File: src/rtl/rrm_pkg.sv
package rrm_pkg;
  typedef enum logic [1:0] {
    ST_IDLE = 2'd0,
    ST_BODY = 2'd1,
    ST_HDR  = 2'd2,
    ST_DROP = 2'd3
  } rrm_state_e;

  localparam logic [2:0] SEL_START = 3'd0;
  localparam logic [2:0] SEL_STOP  = 3'd1;
  localparam logic [2:0] SEL_CUR   = 3'd2;
  localparam logic [2:0] SEL_BND   = 3'd3;
  localparam logic [2:0] SEL_MODE  = 3'd4;

  localparam int DATA_W   = 8;
  localparam int HDR_LEN  = 4;
  localparam int BCOUNT_W = 16;
endpackage

File: src/rtl/rrm_cfg_regs.sv
module rrm_cfg_regs
  import rrm_pkg::*;
#(
  parameter int PAGE_W = 8
) (
  input  logic              clk,
  input  logic              rst_n,
  input  logic              cfg_we,
  input  logic [2:0]        cfg_sel,
  input  logic [PAGE_W-1:0] cfg_data,
  input  logic              commit,
  input  logic [PAGE_W-1:0] commit_page,
  input  logic              ovw_set,
  output logic [PAGE_W-1:0] start_page,
  output logic [PAGE_W-1:0] stop_page,
  output logic [PAGE_W-1:0] cur_page,
  output logic [PAGE_W-1:0] bnd_page,
  output logic              mon_mode,
  output logic              rst_flag
);
  logic [PAGE_W-1:0] start_n, stop_n, cur_n, bnd_n;
  logic              mon_n, rflag_n, bnd_moved;

  always_comb begin
    start_n   = start_page;
    stop_n    = stop_page;
    cur_n     = cur_page;
    bnd_n     = bnd_page;
    mon_n     = mon_mode;
    bnd_moved = 1'b0;
    if (cfg_we) begin
      case (cfg_sel)
        SEL_START: start_n = cfg_data;
        SEL_STOP:  stop_n  = cfg_data;
        SEL_CUR:   cur_n   = cfg_data;
        SEL_BND: begin
          bnd_n     = cfg_data;
          bnd_moved = (cfg_data != bnd_page);
        end
        SEL_MODE:  mon_n   = cfg_data[0];
        default: ;
      endcase
    end
    if (commit) cur_n = commit_page;
    if (ovw_set)        rflag_n = 1'b1;
    else if (bnd_moved) rflag_n = 1'b0;
    else                rflag_n = rst_flag;
  end

  always_ff @(posedge clk or negedge rst_n) begin
    if (!rst_n) begin
      start_page <= '0;
      stop_page  <= '0;
      cur_page   <= '0;
      bnd_page   <= '0;
      mon_mode   <= 1'b0;
      rst_flag   <= 1'b0;
    end else begin
      start_page <= start_n;
      stop_page  <= stop_n;
      cur_page   <= cur_n;
      bnd_page   <= bnd_n;
      mon_mode   <= mon_n;
      rst_flag   <= rflag_n;
    end
  end
endmodule

File: src/rtl/rrm_tally.sv
module rrm_tally #(
  parameter int CNT_W = 8
) (
  input  logic             clk,
  input  logic             rst_n,
  input  logic             inc,
  output logic [CNT_W-1:0] cnt,
  output logic             miss_pulse,
  output logic             ovf_pulse
);
  localparam logic [CNT_W-1:0] BELOW_MSB = {1'b0, {(CNT_W-1){1'b1}}};

  logic [CNT_W-1:0] cnt_n;
  logic             ovf_n;

  always_comb begin
    cnt_n = cnt;
    ovf_n = 1'b0;
    if (inc) begin
      cnt_n = cnt + 1'b1;
      ovf_n = (cnt == BELOW_MSB);
    end
  end

  always_ff @(posedge clk or negedge rst_n) begin
    if (!rst_n) begin
      cnt        <= '0;
      miss_pulse <= 1'b0;
      ovf_pulse  <= 1'b0;
    end else begin
      cnt        <= cnt_n;
      miss_pulse <= inc;
      ovf_pulse  <= ovf_n;
    end
  end
endmodule

File: src/rtl/rrm_wr_ctl.sv
module rrm_wr_ctl
  import rrm_pkg::*;
#(
  parameter int PAGE_W = 8,
  parameter int OFF_W  = 8
) (
  input  logic                    clk,
  input  logic                    rst_n,
  input  logic                    rx_sof,
  input  logic                    rx_valid,
  input  logic [DATA_W-1:0]       rx_data,
  input  logic                    rx_eof,
  input  logic                    rx_err,
  input  logic                    rx_group,
  input  logic [PAGE_W-1:0]       start_page,
  input  logic [PAGE_W-1:0]       stop_page,
  input  logic [PAGE_W-1:0]       cur_page,
  input  logic [PAGE_W-1:0]       bnd_page,
  input  logic                    mon_mode,
  output logic                    mem_we,
  output logic [PAGE_W+OFF_W-1:0] mem_addr,
  output logic [DATA_W-1:0]       mem_wdata,
  output logic                    commit,
  output logic [PAGE_W-1:0]       commit_page,
  output logic                    ovw_set,
  output logic                    miss_inc,
  output logic                    ok_pulse,
  output logic                    ovw_pulse
);
  localparam int ADDR_W = PAGE_W + OFF_W;
  localparam logic [OFF_W-1:0] BODY_OFF = OFF_W'(HDR_LEN);
  localparam logic [OFF_W-1:0] LAST_OFF = '1;

  rrm_state_e          st_q, st_n;
  logic [PAGE_W-1:0]   pg_q, pg_n, nxt_q, nxt_n;
  logic [OFF_W-1:0]    off_q, off_n;
  logic [BCOUNT_W-1:0] len_q, len_n, bcount;
  logic [1:0]          idx_q, idx_n;
  logic                grp_q, grp_n;
  logic                we_n, ok_n;
  logic [ADDR_W-1:0]   addr_n;
  logic [DATA_W-1:0]   dat_n;

  function automatic logic [PAGE_W-1:0] step_page(input logic [PAGE_W-1:0] p);
    logic [PAGE_W-1:0] inc;
    inc = p + 1'b1;
    return (inc == stop_page) ? start_page : inc;
  endfunction

  assign bcount      = len_q + BCOUNT_W'(HDR_LEN);
  assign commit_page = nxt_q;

  always_comb begin
    st_n    = st_q;
    pg_n    = pg_q;
    off_n   = off_q;
    len_n   = len_q;
    nxt_n   = nxt_q;
    idx_n   = idx_q;
    grp_n   = grp_q;
    we_n    = 1'b0;
    addr_n  = mem_addr;
    dat_n   = mem_wdata;
    commit  = 1'b0;
    ok_n    = 1'b0;
    ovw_set = 1'b0;
    miss_inc = 1'b0;
    case (st_q)
      ST_IDLE: begin
        if (rx_sof) begin
          if (mon_mode) begin
            miss_inc = 1'b1;
            st_n     = ST_DROP;
          end else if (cur_page == bnd_page) begin
            ovw_set  = 1'b1;
            miss_inc = 1'b1;
            st_n     = ST_DROP;
          end else begin
            st_n  = ST_BODY;
            pg_n  = cur_page;
            off_n = BODY_OFF;
            len_n = '0;
          end
        end
      end
      ST_BODY: begin
        if (rx_eof) begin
          if (rx_err) begin
            st_n = ST_IDLE;
          end else begin
            st_n  = ST_HDR;
            idx_n = 2'd0;
            grp_n = rx_group;
            nxt_n = (off_q == '0) ? pg_q : step_page(pg_q);
          end
        end else if (rx_valid) begin
          if (pg_q == bnd_page) begin
            ovw_set  = 1'b1;
            miss_inc = 1'b1;
            st_n     = ST_DROP;
          end else begin
            we_n   = 1'b1;
            addr_n = {pg_q, off_q};
            dat_n  = rx_data;
            len_n  = len_q + 1'b1;
            off_n  = off_q + 1'b1;
            if (off_q == LAST_OFF) pg_n = step_page(pg_q);
          end
        end
      end
      ST_HDR: begin
        we_n   = 1'b1;
        addr_n = {cur_page, OFF_W'(idx_q)};
        case (idx_q)
          2'd0:    dat_n = {{(DATA_W-2){1'b0}}, grp_q, 1'b1};
          2'd1:    dat_n = DATA_W'(nxt_q);
          2'd2:    dat_n = bcount[DATA_W-1:0];
          default: dat_n = bcount[2*DATA_W-1:DATA_W];
        endcase
        idx_n = idx_q + 1'b1;
        if (idx_q == 2'd3) begin
          commit = 1'b1;
          ok_n   = 1'b1;
          st_n   = ST_IDLE;
        end
      end
      default: begin
        if (rx_eof) st_n = ST_IDLE;
      end
    endcase
  end

  always_ff @(posedge clk or negedge rst_n) begin
    if (!rst_n) begin
      st_q      <= ST_IDLE;
      pg_q      <= '0;
      off_q     <= '0;
      len_q     <= '0;
      nxt_q     <= '0;
      idx_q     <= '0;
      grp_q     <= 1'b0;
      mem_we    <= 1'b0;
      mem_addr  <= '0;
      mem_wdata <= '0;
      ok_pulse  <= 1'b0;
      ovw_pulse <= 1'b0;
    end else begin
      st_q      <= st_n;
      pg_q      <= pg_n;
      off_q     <= off_n;
      len_q     <= len_n;
      nxt_q     <= nxt_n;
      idx_q     <= idx_n;
      grp_q     <= grp_n;
      mem_we    <= we_n;
      mem_addr  <= addr_n;
      mem_wdata <= dat_n;
      ok_pulse  <= ok_n;
      ovw_pulse <= ovw_set;
    end
  end
endmodule

File: src/rtl/rx_ring_mgr.sv
module rx_ring_mgr
  import rrm_pkg::*;
#(
  parameter int PAGE_W = 8,
  parameter int OFF_W  = 8,
  parameter int CNT_W  = 8
) (
  input  logic                    clk,
  input  logic                    rst_n,
  input  logic                    cfg_we,
  input  logic [2:0]              cfg_sel,
  input  logic [PAGE_W-1:0]       cfg_data,
  input  logic                    rx_sof,
  input  logic                    rx_valid,
  input  logic [7:0]              rx_data,
  input  logic                    rx_eof,
  input  logic                    rx_err,
  input  logic                    rx_group,
  output logic                    mem_we,
  output logic [PAGE_W+OFF_W-1:0] mem_addr,
  output logic [7:0]              mem_wdata,
  output logic [PAGE_W-1:0]       cur_page,
  output logic                    st_rx_ok,
  output logic                    st_ovw,
  output logic                    st_missed,
  output logic                    st_cnt_ovf,
  output logic                    rst_flag,
  output logic                    rx_disabled,
  output logic [CNT_W-1:0]        miss_cnt
);
  logic [PAGE_W-1:0] start_page, stop_page, bnd_page, commit_page;
  logic              mon_mode, commit, ovw_set, miss_inc;

  rrm_cfg_regs #(.PAGE_W(PAGE_W)) u_regs (
    .clk(clk), .rst_n(rst_n),
    .cfg_we(cfg_we), .cfg_sel(cfg_sel), .cfg_data(cfg_data),
    .commit(commit), .commit_page(commit_page), .ovw_set(ovw_set),
    .start_page(start_page), .stop_page(stop_page), .cur_page(cur_page),
    .bnd_page(bnd_page), .mon_mode(mon_mode), .rst_flag(rst_flag)
  );

  rrm_wr_ctl #(.PAGE_W(PAGE_W), .OFF_W(OFF_W)) u_ctl (
    .clk(clk), .rst_n(rst_n),
    .rx_sof(rx_sof), .rx_valid(rx_valid), .rx_data(rx_data),
    .rx_eof(rx_eof), .rx_err(rx_err), .rx_group(rx_group),
    .start_page(start_page), .stop_page(stop_page), .cur_page(cur_page),
    .bnd_page(bnd_page), .mon_mode(mon_mode),
    .mem_we(mem_we), .mem_addr(mem_addr), .mem_wdata(mem_wdata),
    .commit(commit), .commit_page(commit_page), .ovw_set(ovw_set),
    .miss_inc(miss_inc), .ok_pulse(st_rx_ok), .ovw_pulse(st_ovw)
  );

  rrm_tally #(.CNT_W(CNT_W)) u_tally (
    .clk(clk), .rst_n(rst_n), .inc(miss_inc),
    .cnt(miss_cnt), .miss_pulse(st_missed), .ovf_pulse(st_cnt_ovf)
  );

  assign rx_disabled = mon_mode;
endmodule

File: config.mk
export PLATFORM = sky130hd
export DESIGN_NAME = rx_ring_mgr
export DESIGN_NICKNAME = d
export VERILOG_FILES = /design/src/rtl/rrm_pkg.sv /design/src/rtl/rrm_cfg_regs.sv /design/src/rtl/rrm_tally.sv /design/src/rtl/rrm_wr_ctl.sv /design/src/rtl/rx_ring_mgr.sv
export SDC_FILE = /design/constraint.sdc
export NUM_CORES = 1
export LEC_CHECK = 0
export ABC_AREA = 0
export BUFFER_PORTS_ARGS = -buffer_cell sky130_fd_sc_hd__buf_2
export CAP_MARGIN = 20
export CORE_MARGIN = 5
export CORE_UTILIZATION = 51
export CTS_CLUSTER_SIZE = 20
export DETAILED_ROUTE_END_ITERATION = 8
export GPL_TIMING_DRIVEN = 0
export PLACE_DENSITY = 0.68
export REMOVE_ABC_BUFFERS = 1
export SETUP_SLACK_MARGIN = 0.2
export SLEW_MARGIN = 5
export SYNTH_ARGS = -nofsm -noshare
export SYNTH_HDL_FRONTEND = slang
export SYNTH_SLANG_ARGS = --single-unit
export TNS_END_PERCENT = 10
File: constraint.sdc
create_clock -name clk -period 5.1 [get_ports clk]
set_input_delay 1.02 -clock clk [delete_from_list [all_inputs] [get_ports clk]]
set_output_delay 1.02 -clock clk [all_outputs]
set_load 0.01 [all_outputs]
==> results.py, run 1 <==
metrics = {
    "layout": {
        "area_growth_syn_to_layout_pct": 17.1,
        "final_cells": 926,
        "multi_input_area_mm2": 0.00337,
        "layout-drive-gt1-share_pct": 18.2,
        "final_util_pct": 60.5,
        "nNetsFinal": 782,
        "final_area_mm2": 0.00757,
        "antenna_cells": 0,
        "regArea_mm2": 0.00290,
        "num-fill-cells": 1134,
    },
    "place": {
        "globalplace.congestion": 0.948,
        "numPortBuffers": 73,
        "placed_cell_area_mm2": 0.00704,
        "dp.cells": 894,
        "place_hpwl_um": 11900,
        "dp_slack_ps": 1960,
    },
    "synthesis": {
        "ys_warn_count": 0,
        "syn-cell-area_mm2": 0.00647,
        "synth.most_common_cell": "dfrtp_1",
        "yosys_most_used_dff": "dfrtp_1",
        "yosys-top-cells-area": "dfrtp_1, o21ai_0, nand2_1, mux2i_1, mux2_2",
        "synth_cells": 677,
        "ys_seq_elements": 116,
        "syn_avg_cell_area_um2": 9.56,
        "synth.distinct_cells": 51,
        "synth_area_leader_cell": "dfrtp_1",
        "synth_seq_area_share_pct": 44.9,
        "synth_top_area_share_pct": 44.9,
        "async_flop_share_pct": 100,
        "synth_edf_count": 0,
        "synth_commonest_cells": "dfrtp_1, nand2_1, o21ai_0",
    },
    "global_routing": {
        "grtUsageTotal_pct": 23.2,
        "antenna_found_initial": 0,
        "grt_pass1_vias": 5221,
        "grt-ovfl-total": 0,
        "grt_max_degree": 63,
        "grt_pass1_wl_um": 26800,
    },
    "timing": {
        "post-route-period-util_pct": 63.7,
        "hold_violations": 0,
        "skew_ps": 8.65,
        "fmax_mhz": 308,
        "worst_pin_slew_ps": 1070,
        "relSlewSlack_pct": 28.9,
        "tns_ps": 0,
        "setup_slack_ps": 1850,
        "finalSetupViolCount": 0,
        "drv_slew": 0,
        "fin_crit_ps": 3250,
        "rsz0062_at_grt": "no",
    },
    "clocking": {
        "worstSkewPairLatency_ps": 420,
        "path_clk_slew_ps": 50,
        "clock_path_buffers": 2,
        "cts-resized-gates": 0,
        "clock-root-buffer": "clkbuf_16",
        "postCtsSetupRepairBufs": 0,
        "cts_hold_buf": 0,
        "h-tree-depth": 4,
        "cts_sinks": 116,
        "cts-buffers-inserted": 17,
        "tritoncts": "built",
    },
    "setup_path": {
        "crit_path_max_incr_delay_ps": 700,
        "cp_slowest_cell": "a21oi_1",
        "path_cells": "inv_1 > ha_1 > nor2b_1 > nand2_1 > a21oi_1 > nand3_1 > o31ai_1",
        "end_kind": "flip-flop",
        "path_class": "flip-flop to flip-flop",
        "worstPathArrival_ps": 3570,
        "crit_start": "u_ctl.st_q[1]",
        "cp_max_fo": 19,
        "worst_ep_required_time_ps": 5420,
        "start_kind": "flip-flop",
        "r2r_start": "u_ctl.st_q[1]",
    },
    "floorplan": {
        "design.portCount": 74,
        "die_w_um": 123,
        "placementRows": 41,
        "dieArea_mm2": 0.0150,
        "initial_utilization_pct": 51.7,
        "die_h_um": 123,
        "core_area_mm2": 0.0125,
    },
    "routing": {
        "wl_per_cell_um": 18.0,
        "detail-route-antenna-nets": 0,
        "vias": 5389,
        "viasPerCell": 5.82,
        "wl_um": 16600,
        "drc": 0,
        "drt_iter0_drc": 427,
        "drt_first_pass_iters": 5,
    },
    "power": {
        "power_frac_seq_pct": 36.5,
        "p_leak_uw": 0.00349,
        "p_comb_share_pct": 36.8,
        "power_density_mw_per_mm2": 523,
        "switchingPower_uw": 1550,
        "p_int_uw": 2420,
        "swShare_pct": 39.0,
        "clkPwrFrac_pct": 26.7,
        "ir_drop_mv": 0.327,
    },
    "run": {
        "drv_cap": 0,
    },
    "min_path": {
        "worstHoldStart": "u_ctl.mem_addr[2]",
        "min_path_type": "flip-flop to flip-flop",
    },
    "run_status": {
        "outcome": "complete, no violations",
    },
}
[cells in the final DEF (no fill, tap or decap), types with 8 or more instances in the layout]
| master | synthesis | final |
|---|---|---|
| a21oi_1 | 40 | 39 |
| xor2_1 | 29 | 29 |
| nor2b_1 | 14 | 14 |
| o21ai_0 | 64 | 64 |
| xnor2_1 | 29 | 29 |
| and3_1 | 12 | 12 |
| mux2_2 | 24 | 24 |
| clkbuf_16 | 0 | 17 |
| nand4_1 | 9 | 9 |
| dfrtp_1 | 116 | 116 |
| nor4_1 | 8 | 8 |
| o31ai_1 | 9 | 9 |
| buf_2 | 5 | 72 |
| ha_1 | 13 | 13 |
| nor3_1 | 10 | 10 |
| nand2_1 | 83 | 83 |
| nand3_1 | 30 | 30 |
| inv_1 | 20 | 20 |
| or3_1 | 18 | 18 |
| mux2i_1 | 29 | 29 |
| nor2_1 | 21 | 21 |
[power by group through the flow]
stage	sequential [uW]	combinational (uW)	clock [uW]
after global placement	1450	1320	0
after detailed placement	1460	1430	0
after global routing	1480	1610	1120
final	1450	1460	1060
after CTS	1440	1440	1080
after floorplan	1420	899	0
[flip-flops by register name, indices dropped and copies added, names as in the netlist, 2 cells and up]
signal and flops:
u_regs.bnd_page 8, u_ctl.off_q 8, u_regs.cur_page 8, u_ctl.len_q 16
u_ctl.st_q 2, u_regs.stop_page 8, u_ctl.pg_q 8, u_regs.start_page 8
u_tally.cnt 8, u_ctl.idx_q 2, u_ctl.mem_addr 16, u_ctl.commit_page 8
u_ctl.mem_wdata 8
[metal layers]
metal	wire [um]	part of all wire (%)	track usage, %	vias to the layer above
li1	-	-	-	2562
met1	6970	42	29.6	2605
met2	8250	50	38.3	193
met3	980	5.9	4.56	29
met4	435	2.6	10.0	0
met5	0	0	0	-
[stage by stage]
stage          hold WS [ps]  total power, uW
6_report                460             3960
5_1_grt                 484             4210
4_1_cts                 468             3960
3_5_place_dp            457             2880
3_3_place_gp            444             2760
2_1_floorplan           446             2320
[final cells by class]
cell class | count | area share [%]
Tap cell | 172 | 2.84
Sequential cell | 116 | 38.3
Clock inverter | 5 | 0.330
Timing Repair Buffer | 79 | 6.49
Inverter | 20 | 0.991
Multi-Input combinational cell | 508 | 44.4
Clock buffer | 26 | 6.59
[worst paths after layout]
| kind | cells after the start | slack (ps) | to |
|---|---|---|---|
| hold / removal | 2 | 460 | u_ctl.mem_addr[2] |
| min in group asynchronous | 1 | 560 | u_ctl.mem_wdata[5] |
| hold reg to reg | 2 | 460 | u_ctl.mem_addr[2] |
| max in group asynchronous | 2 | 3860 | u_regs.bnd_page[0] |
| setup / recovery | 7 | 1850 | u_ctl.pg_q[7] |
| setup reg to reg | 7 | 1850 | u_ctl.pg_q[7] |
[worst max-delay path, delay by kind of cell (launching register included)]
| kind | cells | cell delay, ps |
|---|---|---|
| adders and majority gates | 1 | 670 |
| AOI/OAI and AO/OA | 2 | 1050 |
| buffers and inverters | 1 | 100 |
| and+or+nand+nor | 3 | 920 |
| DFF | 1 | 400 |
[logic make-up after synthesis]
family / count (synthesis) / share of synthesized area [%]
DFF: 116 / 44.9
AOI/OAI and AO/OA: 157 / 14.7
and+or+nand+nor: 226 / 17.7
muxes: 53 / 8.66
buffers and inverters: 53 / 3.35
adders and majority gates: 13 / 2.51
xor gates and xnor gates: 59 / 8.20
Power figures use the tool's default switching activity.
==> run 2: changes to the inputs <==
PLACE_DENSITY = 0.71   (was 0.68)
clock period = 2.73 ns   (was 5.1 ns; I/O delays follow)
==> run 2 against run 1 <==
  * Worst setup slack lost 1800 ps
  * Non-clock buffer count grew 4
  * Final cell count grew 0.32%
  * Routed wire length grew 5.0%
  * Flip-flop and latch count is the same
  * Register-to-register slack lost 1800 ps
  * Via count grew 3.8%
  * Global-route usage grew 0.87 points
  * Fmax grew 23%
  * Sequential power grew 89%
  * Clock skew shrank 1.2 ps
  * Sequential share of layout area shrank 1.1 points
==> results.py, run 2 (synthesis gave the netlist of run 1 again) <==
metrics = {
    "place": {
        "numPortBuffers": 73,
        "place_hpwl_um": 12000,
        "dp_slack_ps": -366,
        "globalplace.congestion": 0.886,
    },
    "timing": {
        "fmax_mhz": 378,
        "fin_crit_ps": 2650,
        "whs_ps": 368,
        "drv_slew": 0,
        "worst_pin_slew_ps": 1070,
        "tns_ps": 0,
        "relSlewSlack_pct": 28.4,
        "post-route-period-util_pct": 96.9,
        "rsz0062_at_grt": "yes",
        "finalSetupViolCount": 0,
        "hold_violations": 0,
        "setup_slack_ps": 84.5,
        "skew_ps": 7.44,
    },
    "floorplan": {
        "dieArea_mm2": 0.0150,
        "die_h_um": 123,
        "design.portCount": 74,
        "placementRows": 41,
        "initial_utilization_pct": 51.7,
        "die_w_um": 123,
        "core_area_mm2": 0.0125,
    },
    "global_routing": {
        "grt-ovfl-total": 0,
        "grt_pass1_vias": 5457,
        "grt_pass1_wl_um": 27800,
        "grtUsageTotal_pct": 24.0,
        "grt_max_degree": 89,
        "antenna_found_initial": 0,
    },
    "setup_path": {
        "crit_buf_inv": 0,
        "cpLargestDelayFamily": "compound AO/OA/AOI/OAI gates",
        "worst_ep_required_time_ps": 3030,
        "cp_slowest_cell": "a221oi_1",
        "start_kind": "flip-flop",
        "path_class": "flip-flop to flip-flop",
        "worstPathArrival_ps": 2950,
        "path_cells": "xor2_1 > nor4_2 > a211o_1 > a221oi_1 > and3_1 > o21ai_0",
        "end_kind": "flip-flop",
        "crit_path_max_incr_delay_ps": 940,
        "cp_max_fo": 9,
    },
    "clocking": {
        "cts_sinks": 116,
        "path_clk_slew_ps": 50,
        "h-tree-depth": 4,
        "tritoncts": "built",
        "worstSkewPairLatency_ps": 420,
        "clock-root-buffer": "clkbuf_16",
        "clock_path_buffers": 2,
        "cts-buffers-inserted": 17,
    },
    "routing": {
        "wl_um": 17500,
        "vias": 5596,
        "viasPerCell": 6.02,
        "drt_iter0_drc": 538,
        "drt_first_pass_iters": 5,
        "detail-route-antenna-nets": 0,
        "wl_per_cell_um": 18.8,
        "drc": 0,
    },
    "min_path": {
        "min_path_type": "primary input to flip-flop",
    },
    "layout": {
        "layout-drive-gt1-share_pct": 21.8,
        "area_growth_syn_to_layout_pct": 20.7,
        "layout_common_cells": "dfrtp_1, nand2_1, buf_2",
        "final_common_cell": "dfrtp_1",
        "final_util_pct": 62.4,
        "nNetsFinal": 787,
        "num-fill-cells": 1070,
        "antenna_cells": 0,
        "largestRegisters": "u_ctl.len_q: 16 flops, u_ctl.mem_addr: 16 flops",
    },
    "power": {
        "finalPower_uw": 7860,
        "power_density_mw_per_mm2": 1010,
        "p_leak_uw": 0.00354,
        "ir_drop_mv": 0.566,
    },
    "run": {
        "drv_cap": 0,
    },
    "run_status": {
        "outcome": "complete, no violations",
    },
}
-- run 2: tightest hold or removal path, delay by kind of cell --
kind / cells / cell delay (ps)
buf+inv: 1 / 110
simple gates: 2 / 100
-- run 2: stage by stage --
stage,area (um2),cells
after CTS,7760,929
after detailed placement,7040,894
after global routing,7810,929
final,7810,929
after global placement,6910,889
after floorplan,6330,644
-- run 2: per-layer routing --
metal  up-vias  GRT usage [%]  share of wire (%)
li1       2571              -                  -
met2       218           40.1                 50
met4         0           9.17                2.1
met3        37           4.84                6.6
met1      2770           30.9                 42
met5         -              0                  0
-- run 2: worst paths after layout --
path	startpoint	endpoint	slack (ps)	depth (start not counted)
worst max register to register	u_ctl.pg_q[3]	u_ctl.off_q[2]	80	6
max in group asynchronous	rst_n	u_ctl.pg_q[2]	1440	3
worst min register to register	u_ctl.mem_addr[5]	u_ctl.mem_addr[5]	450	2
min in group asynchronous	rst_n	u_ctl.mem_wdata[7]	560	2
worst max-delay path	u_ctl.pg_q[3]	u_ctl.off_q[2]	80	6
worst min-delay path	rx_group	u_ctl.grp_q	370	3
-- run 2: layout make-up --
| cell class | count | area, um2 | share of cell area, % |
|---|---|---|---|
| multi-input cells | 509 | 3490 | 44.7 |
| flip-flops and latches | 116 | 2910 | 37.3 |
| repair buffers | 83 | 529 | 6.78 |
| clock buffers | 25 | 515 | 6.60 |
| well taps | 172 | 215 | 2.76 |
| inverters | 20 | 75.1 | 0.961 |
| clock inverters | 4 | 70.1 | 0.897 |
-- run 2: repair_timing --
action / CTS / global route
endpoints found under the setup margin: 70 / 68
pin swaps: 3 / 0
gates cloned: 1 / 0
buffers inserted: 4 / 0
hold buffers: 1 / 0
endpoints found under the hold margin: 28 / 0
resized for setup: 19 / 10
-- run 2: power by group --
group | switching (uW) | internal [uW] | total, uW
Clock | 740 | 1470 | 2210
Sequential | 569 | 2170 | 2740
Combinational | 1730 | 1180 | 2910
Total | 3040 | 4810 | 7860
